<file path="src/rtl/req_bus_hub.sv">
module req_bus_hub #(
  parameter int NREQ  = 16,
  parameter int DLY_W = 4,
  parameter int AW    = 2,
  parameter int DW    = 8
) (
  input  logic            clk,
  input  logic            rst_n,
  input  logic            fp_clear_i,
  input  logic            fp_gate_i,
  input  logic            fp_wack_i,
  input  logic            fp_ren_i,
  input  logic            req_en_i,
  input  logic [NREQ-1:0] mod_req_i,
  input  logic            mod_wstb_i,
  input  logic            cfg_we_i,
  input  logic [AW-1:0]   cfg_addr_i,
  input  logic [DW-1:0]   cfg_wdata_i,
  output logic            mod_clear_o,
  output logic            mod_gate_o,
  output logic            mod_test_o,
  output logic            mod_wack_o,
  output logic            mod_ren_o,
  output logic            fp_wstb_o,
  output logic            req_any_o,
  output logic            req_gated_o
);
  localparam logic [AW-1:0] A_DLY  = AW'(0);
  localparam logic [AW-1:0] A_TEST = AW'(1);
  localparam logic [AW-1:0] A_CLR  = AW'(2);
  localparam int NS = 6;

  logic [NS-1:0]   a_in, a_s1, a_s2;
  logic [NREQ-1:0] r_s1, r_s2;
  logic [DLY_W-1:0] dly_q, cnt_q;
  logic test_q, clr_cmd_q;
  logic req_or, req_or_q, rise, busy_q, rel_q;

  assign a_in = {fp_clear_i, fp_gate_i, fp_wack_i, fp_ren_i, mod_wstb_i, req_en_i};

  always_ff @(posedge clk or negedge rst_n)
    if (!rst_n) begin
      a_s1 <= '0; a_s2 <= '0; r_s1 <= '0; r_s2 <= '0;
    end else begin
      a_s1 <= a_in; a_s2 <= a_s1;
      r_s1 <= mod_req_i; r_s2 <= r_s1;
    end

  always_ff @(posedge clk or negedge rst_n)
    if (!rst_n) begin
      dly_q <= '0; test_q <= 1'b0; clr_cmd_q <= 1'b0;
    end else begin
      clr_cmd_q <= cfg_we_i && cfg_addr_i == A_CLR && cfg_wdata_i[0];
      if (cfg_we_i && cfg_addr_i == A_DLY)  dly_q  <= cfg_wdata_i[DLY_W-1:0];
      if (cfg_we_i && cfg_addr_i == A_TEST) test_q <= cfg_wdata_i[0];
    end

  assign mod_clear_o = a_s2[5] | clr_cmd_q;
  assign mod_gate_o  = a_s2[4];
  assign mod_wack_o  = a_s2[3];
  assign mod_ren_o   = a_s2[2];
  assign fp_wstb_o   = a_s2[1];
  assign mod_test_o  = test_q;

  assign req_or = |r_s2;
  assign rise   = req_or & ~req_or_q;

  always_ff @(posedge clk or negedge rst_n)
    if (!rst_n) begin
      req_or_q <= 1'b0; cnt_q <= '0; busy_q <= 1'b0; rel_q <= 1'b0;
    end else if (mod_clear_o) begin
      req_or_q <= 1'b0; cnt_q <= '0; busy_q <= 1'b0; rel_q <= 1'b0;
    end else begin
      req_or_q <= req_or;
      if (!req_or) begin
        cnt_q <= '0; busy_q <= 1'b0; rel_q <= 1'b0;
      end else if (rise) begin
        if (dly_q == '0) rel_q <= 1'b1;
        else begin cnt_q <= dly_q; busy_q <= 1'b1; end
      end else if (busy_q) begin
        cnt_q <= cnt_q - 1'b1;
        if (cnt_q == DLY_W'(1)) begin busy_q <= 1'b0; rel_q <= 1'b1; end
      end
    end

  assign req_any_o   = rel_q & ~mod_clear_o;
  assign req_gated_o = req_any_o & a_s2[0];
endmodule


</file>
<file path="config.mk">
export PLATFORM = sky130hd
export DESIGN_NAME = req_bus_hub
export DESIGN_NICKNAME = d
export VERILOG_FILES = /design/src/rtl/req_bus_hub.sv
export SDC_FILE = /design/constraint.sdc
export NUM_CORES = 1
export LEC_CHECK = 0
export ABC_AREA = 1
export BUFFER_PORTS_ARGS = -buffer_cell sky130_fd_sc_hd__buf_2
export CORE_ASPECT_RATIO = 0.7
export CORE_MARGIN = 2
export CORE_UTILIZATION = 52
export DETAILED_ROUTE_END_ITERATION = 10
export PLACE_DENSITY_LB_ADDON = 0.25
export SLEW_MARGIN = 10
export SYNTH_ARGS = -nofsm -noshare
export SYNTH_HDL_FRONTEND = slang
export SYNTH_SLANG_ARGS = --single-unit
export TNS_END_PERCENT = 1
</file>
<file path="constraint.sdc">
create_clock -name clk -period 1.52 [get_ports clk]
set_input_delay 0.456 -clock clk [delete_from_list [all_inputs] [get_ports clk]]
set_output_delay 0.456 -clock clk [all_outputs]
set_load 0.01 [all_outputs]
</file>
=== After elaboration in Yosys (flattened, before gate mapping) ===
Index checks and enable logic that the tools add are counted.

* Flip-flop bits (word level): 57
* Latch bits: 0
* Memory bits (writable): 0
* ROM bits: 0
* Bits of input ports: 35
* Output and inout port bits: 8
* Word-level logic and storage cells: 52
* Memories kept: 0

* Add/sub/neg operators: 1
* Multipliers: 0
* Div/mod/pow operators: 0
* Order comparisons: 0
* Eq/ne operators: 7
* Shifts and indexed selects: 0
* Muxes and demuxes: 18
* Bitwise logic cells: 6
* Reductions and logical operators: 9

{| class="wikitable"
|+ Operator list
! operator !! number
|-
| two-way mux 4 bit || 5
|-
| OR reduction 16 bit || 1
|-
| two-way mux 1 bit || 13
|-
| != test 4 x 2 -> 1 bit, second input constant || 2
|-
| equality test 4 x 1 -> 1 bit, second input constant || 1
|-
| logical AND 1 bit || 4
|-
| zero test 4 bit || 1
|-
| != test 4 x 3 -> 1 bit, second input constant || 1
|-
| != test 4 bit, second input constant || 1
|-
| subtractor 4 x 1 -> 4 bit, second input constant || 1
|-
| bitwise AND 1 bit || 3
|-
| AND reduction 3 bit || 1
|-
| equality test 2 x 1 -> 1 bit, second input constant || 1
|-
| equality test 2 bit, second input constant || 1
|-
| zero test 2 bit || 1
|-
| inverter 1 bit || 2
|-
| AND reduction 2 bit || 1
|-
| OR 1 bit || 1
|}

=== Logic depth before layout (Yosys ltp) ===
Gate-level depths: netlist (run 1).

* Depth after elaboration: 6
* Mapped depth: 9
* Gate-level depth less buffers: 9

=== Worst setup path after synthesis (run 1) ===
Ideal clock, no wire load.

* Kind: register -> output
* Start point: register clr_cmd_q
* End point: output req_any_o
* Data arrival time: 882 ps
* Data required time: 1,064 ps
* Slack: 182 ps
* Cell stages (with the launch flop): 4
* Path buffers: 0
* Cell sequence: dfrtp_1 -> nor2_4 -> inv_2 -> nor2_1

* Longest elaborated chain between the ends: 3

{| class="wikitable"
|+ RTL lines
! what !! line !! source
|-
| from (decl) || 36 || <nowiki>logic test_q, clr_cmd_q;</nowiki>
|-
| from (signal assigned) || 53 || <nowiki>clr_cmd_q <= cfg_we_i && cfg_addr_i == A_CLR && cfg_wdata_i[0];</nowiki>
|-
| OR 1 bit || 58 || <nowiki>assign mod_clear_o = a_s2[5] | clr_cmd_q;</nowiki>
|-
| named net mod_clear_o || 19 || <nowiki>output logic mod_clear_o,</nowiki>
|-
| inverter 1 bit || 86 || <nowiki>assign req_any_o = rel_q & ~mod_clear_o;</nowiki>
|-
| bitwise AND 1 bit || 86 ||
|-
| to (decl) || 25 || <nowiki>output logic req_any_o,</nowiki>
|}

The timed path passes the listed nets, and every way through them passes these cells.

=== Final worst setup path (run 1) ===
* Start point: register clr_cmd_q
* End point: output req_any_o

* Longest elaborated chain between the ends: 3

{| class="wikitable"
|+ RTL lines
! what !! line
|-
| OR 1 bit || 58
|-
| inverter 1 bit || 86
|-
| bitwise AND 1 bit || 86
|}

No other way between the ends.

==> results.yml, run 1 <==
die:
  die_x_um: 77.2
  num_rows: 18
  dieArea_mm2: 0.00427
  io_pins: 43
  fp.dieH_um: 55.3
  core-area_mm2: 0.00356
  start_util_pct: 54.9
pwr:
  p_clk_share_pct: 39.8
  ir_drop_mv: 1.03
  seqPwrFrac_pct: 51.4
  power_density_mw_per_mm2: 1350
  p_leak_nw: 1.21
  internal_power_w: 0.00252
  sw_frac_of_total_pct: 23.0
  combPwrFrac_pct: 8.8
  power.switching_w: 0.000753
  p_total_w: 0.00327
setup_path:
  path_class: "flop to output port"
  crit_fanout: 3
  required_ns: 1.06
  reg2reg_from: "dly_q[0]"
  start_kind: "flop"
  ff2ff_setup_slack_ns: 0.22
  cpPeakStageDelay_ns: 0.39
  endpoint_kind: "output port"
  arrival_ns: 1.14
  reg2reg_to: "cnt_q[0]"
  worstPathCellList: "nor2_4 > inv_2 > nor2_1 > buf_2"
  r2r_cells: 8
  cpMaxStageDelayCell: "dfrtp_1"
clock_network:
  clk_pin_slew_ns: 0.06
  numCtsBuffers: 9
  htree_levels: 3
  clk_path_buf_depth: 2
  cts_sinks: 57
  cts_root_buffer: "clkbuf_8"
  holdBufCountCts: 0
  cts_tree: "yes"
  worst_skew_pair.late_latency_ns: 0.33
  postCtsSetupBuffers: 0
placed_design:
  io_buffers: 38
  gp_congestion: 0.825
  dp_cells: 242
  hpwl_um: 2310
route:
  dr.pass1.iters: 4
  vias: 1226
  first_iter_violations: 94
  via_per_inst: 4.79
  post_drt_wl_per_cell_um: 13.1
  routed_wl_um: 3350
  drtAntennaViolNets: 0
  drc: 0
grt:
  antenna_found_initial: 0
  grt_pass1_vias: 1305
  grt_pass1_wl_um: 5770
  track_usage_pct: 18.9
  globalRouteOverflowTotal: 0
  grt_max_degree: 58
logic_synthesis:
  netlist_instances: 153
  post-synth-top-area-cell: "dfrtp_1"
  ys_top_cells_by_count: "dfrtp_1 (57), nand2_1 (20), nor2_1 (16)"
  syn_area_per_cell_um2: 12.8
  async_reset_ff_share_pct: 100
  synth_seq_cells: 57
  synth.area.top_cells: "dfrtp_1 (73%), nand2_1 (3.8%), nor2_1 (3.1%), inv_1 (2.3%), nand3_1 (1.8%)"
  synth_nets: 190
  synth_top_area_share_pct: 73.1
  yosysWarningCount: 0
  synth_edf_count: 0
  synth_cell_types: 24
  ys.flop_type: "dfrtp_1"
  syn_area_mm2: 0.00195
  ys_seq_area_share_pct: 73.1
  synth.most_common_cell: "dfrtp_1"
timing:
  worst_pin_slew_ns: 0.306
  fmax_ghz: 0.628
  final.period_utilization_pct: 105
  finalHoldViolCount: 0
  finClkSkew_ns: 0.00423
  grt_setup_unrepaired: "true"
  slew_viol_final: 0
  setup_ws_ns: -0.0719
  fin_setup_tns_ns: -0.135
  setup_viol: 2
  fin_crit_ns: 1.59
  maxSlewHeadroom_pct: 79.6
finish:
  drive_gt1_share_pct: 34.5
  final_cells: 256
  fin_nets: 240
  area_growth_pct: 23.7
  insertedDiodeCount: 0
job:
  cap_violations: 0
status:
  status: "complete, but fails checks"
  failed_checks: "setup timing"
worst_hold_path:
  min_path_type: "input port to async pin"
-- worst max path at each step --
stage              start     endpoint  slack [ns]  cells after the start
6_report       clr_cmd_q    req_any_o       -0.07                      4
5_1_grt        clr_cmd_q    req_any_o       -0.15                      4
4_1_cts        clr_cmd_q  req_gated_o       -0.08                      3
3_5_place_dp    dly_q[0]     cnt_q[2]        0.22                      8
3_3_place_gp   clr_cmd_q  req_gated_o        0.29                      3
2_1_floorplan  clr_cmd_q    req_any_o        0.18                      3
-- critical path, delay by kind of cell, from the launching register on --
kind / cells / cell delay, ns
and+or+nand+nor: 2 / 0.23
buffers and inverters: 2 / 0.19
DFF: 1 / 0.39
-- power groups by stage --
stage               logic, W  clock network, W  registers [W]
floorplan           0.000162                 0        0.00169
finish              0.000288           0.00130        0.00168
global route        0.000330           0.00140        0.00169
global placement    0.000267                 0        0.00170
CTS                 0.000290           0.00134        0.00168
detailed placement  0.000286                 0        0.00171
-- cell type report --
| type | count | area, um^2 |
|---|---|---|
| timing repair buffer | 40 | 224 |
| multi-input combinational | 78 | 447 |
| tap | 50 | 62.6 |
| fill | 270 | 1140 |
| sequential | 57 | 1430 |
| inverter | 17 | 71.3 |
| clock inverter | 4 | 45.0 |
| clock buffer | 10 | 138 |
-- cell families after synthesis --
logic type / Yosys count / synth area share, %
fa+ha+maj: 2 / 1.28
buf+inv: 18 / 4.04
compound gates: 13 / 3.59
xor+xnor: 2 / 0.898
simple gates: 61 / 17.1
flops: 57 / 73.1
-- placed cells by master (no fill, tap or decap) --
cell	synthesis	routed
a21oi_1	6	6
clkinv_4	1	1
nor2_2	3	3
nand3_1	7	7
bufinv_16	0	1
nand4_1	4	4
nand3_4	1	1
o211ai_1	2	2
buf_6	0	1
inv_1	12	12
nand2_4	2	2
buf_4	1	1
nand4_4	1	1
nor2_4	3	3
clkinv_2	0	3
buf_2	0	37
nand2_2	3	3
inv_4	1	1
inv_2	2	2
o21ai_0	3	3
o21ai_1	2	2
xor2_1	2	2
clkinv_1	1	1
and3_1	1	1
nor2_1	16	16
ha_1	2	2
buf_12	0	1
clkbuf_8	0	10
dfrtp_1	57	57
nand2_1	20	20
-- through the flow --
| stage | setup slack, ns | utilization [%] | cell area [um^2] | hold WS [ns] |
|---|---|---|---|---|
| after floorplan | 0.182 | - | 1950 | 0.160 |
| after detailed placement | 0.220 | 62.5 | 2220 | 0.335 |
| after global placement | 0.286 | 62.5 | 2220 | 0.332 |
| after CTS | -0.0833 | 67.7 | 2410 | 0.124 |
| final | -0.0719 | 67.8 | 2410 | 0.124 |
| after global routing | -0.147 | 67.8 | 2410 | 0.139 |
-- metal layers --
layer  wire length [um]  vias to the layer above  GRT usage, %
li1                   -                      581             -
met1               1270                      601          20.3
met2               1780                       34          30.9
met3                207                       10          9.15
met4                 84                        0          10.2
met5                  0                        -             0
-- what timing repair did --
| action | CTS | global route |
|---|---|---|
| resized for setup | 0 | 1 |
| setup endpoints to repair | 2 | 3 |
| gates cloned | 0 | 0 |
-- state kept, by name, indices dropped and copies added (netlist names) --
register,cells
a_s1,6
a_s2,6
busy_q,1
clr_cmd_q,1
cnt_q,4
dly_q,4
mod_test_o,1
r_s1,16
r_s2,16
rel_q,1
req_or_q,1
(Power assumes the default switching activity.)
==> run 2: changes to the inputs <==
Settings changed: REMOVE_ABC_BUFFERS set to 1.
==> run 2 against run 1 <==
The flow still finishes with violations (setup timing). Wire length decreased by 7.6%. Sequential cell count unchanged. Hold slack got worse by 0.0026 ns. Die area unchanged. Critical path depth decreased by 1. First-iteration DRC count decreased by 17%. Non-clock buffer count unchanged. Register-to-register slack improved by 0.02 ns. Clock-buffer cell count increased by 2. Final area increased by 0.99%.
==> results.yml, run 2 (synthesized netlist as in run 1, its figures left out) <==
status:
  status: "complete, but fails checks"
  failed_checks: "setup timing"
grt:
  antenna_found_initial: 0
  grt_pass1_vias: 1243
  grt_max_degree: 58
  track_usage_pct: 17.9
  grt_pass1_wl_um: 5540
  globalRouteOverflowTotal: 0
setup_path:
  start_kind: "flop"
  r2r_cells: 8
  required_ns: 1.06
  ff2ff_setup_slack_ns: 0.24
  crit_fanout: 3
  reg2reg_to: "cnt_q[2]"
  endpoint_kind: "output port"
  arrival_ns: 1.13
  reg2reg_from: "r_s2[15]"
  path_class: "flop to output port"
timing:
  finClkSkew_ns: 0.00439
  grt_setup_unrepaired: "true"
  slew_viol_final: 0
  maxSlewHeadroom_pct: 79.1
  hold_slack_ns: 0.122
  worst_pin_slew_ns: 0.313
  fin_crit_ns: 1.59
  finalHoldViolCount: 0
  setup_ws_ns: -0.0664
  fmax_ghz: 0.630
  final.period_utilization_pct: 104
  setup_viol: 2
die:
  start_util_pct: 54.9
  num_rows: 18
  dieArea_mm2: 0.00427
  fp.dieH_um: 55.3
  core-area_mm2: 0.00356
  die_x_um: 77.2
  io_pins: 43
clock_network:
  clk_path_buf_depth: 2
  numCtsBuffers: 9
  holdBufCountCts: 0
  cts_tree: "yes"
  htree_levels: 3
  cts_sinks: 57
  cts_root_buffer: "clkbuf_8"
  worst_skew_pair.late_latency_ns: 0.33
  clk_pin_slew_ns: 0.06
pwr:
  internal_power_w: 0.00259
  power.switching_w: 0.000788
  p_total_w: 0.00338
  p_leak_nw: 1.21
  sw_frac_of_total_pct: 23.3
  combPwrFrac_pct: 8.5
  power_density_mw_per_mm2: 1390
  seqPwrFrac_pct: 49.7
  p_clk_share_pct: 41.8
  ir_drop_mv: 0.971
finish:
  area_growth_pct: 24.9
  design_area_mm2: 0.00244
  reg.largest.list: "r_s1 (16), r_s2 (16)"
  seqCellArea_mm2: 0.00143
  final_common_cell: "dfrtp_1"
  drive_gt1_share_pct: 34.6
  fillers: 255
  multi_input_area_um2: 447
  fin_nets: 240
  final_core_util_pct: 68.5
  layout_common_cells: "dfrtp_1 (57), buf_2 (37), nand2_1 (20), nor2_1 (16), inv_1 (12)"
  insertedDiodeCount: 0
job:
  cap_violations: 0
route:
  routed_wl_um: 3090
  dr.pass1.iters: 4
  via_per_inst: 4.77
  drc: 0
  drtAntennaViolNets: 0
  first_iter_violations: 78
  vias: 1230
  post_drt_wl_per_cell_um: 12.0
placed_design:
  gp_congestion: 0.832
  place_area_mm2: 0.00222
  io_buffers: 38
  hpwl_um: 2110
  dp_slack_ns: 0.242
worst_hold_path:
  min_path_type: "input port to async pin"
-- run 2: power by group through the flow --
stage / Clock, W / Combinational (W) / Sequential, W
after floorplan: 0 / 0.000157 / 0.00170
after global placement: 0 / 0.000268 / 0.00170
after detailed placement: 0 / 0.000285 / 0.00170
after CTS: 0.00146 / 0.000290 / 0.00168
after global routing: 0.00154 / 0.000329 / 0.00169
final: 0.00141 / 0.000288 / 0.00168
-- run 2: worst max-delay path: stages, from the launching register on --
cell and delay, ns:
dfrtp_1 0.39, nor2_4 0.14, and3_1 0.15, buf_2 0.12
-- run 2: routing by layer --
| layer | up-vias | global-route usage, % | wire length [um] |
|---|---|---|---|
| li1 | 588 | - | - |
| met1 | 589 | 21.9 | 1280 |
| met2 | 40 | 26.1 | 1490 |
| met3 | 13 | 6.54 | 214 |
| met4 | 0 | 13.8 | 106 |
| met5 | - | 0 | 0 |
-- run 2: timing repair --
action	4_1_cts	5_1_grt
pin swaps	0	0
buffers inserted	0	0
resized for setup	0	1
endpoints found under the setup margin	2	3
-- run 2: per-stage QoR --
step / std cells / TNS, ns
after floorplan: 152 / 0
after global placement: 242 / 0
after detailed placement: 242 / 0
after CTS: 258 / -0.141
after global routing: 258 / -0.244
final: 258 / -0.108
-- run 2: worst max path at each step --
stage,start,endpoint,slack [ns],cells after the start
6_report,clr_cmd_q,req_gated_o,-0.07,3
5_1_grt,clr_cmd_q,req_gated_o,-0.13,3
4_1_cts,clr_cmd_q,req_gated_o,-0.09,3
3_5_place_dp,r_s2[15],cnt_q[3],0.24,8
3_3_place_gp,clr_cmd_q,req_gated_o,0.28,3
2_1_floorplan,clr_cmd_q,req_any_o,0.18,3
-- run 2: cell type report --
type                    instances  area share (%)
clock inverters                 4            2.10
well taps                      50            2.57
repair buffers                 40            9.19
flip-flops and latches         57            58.5
multi-input cells              78            18.3
clock buffers                  12            6.37
inverters                      17            2.93
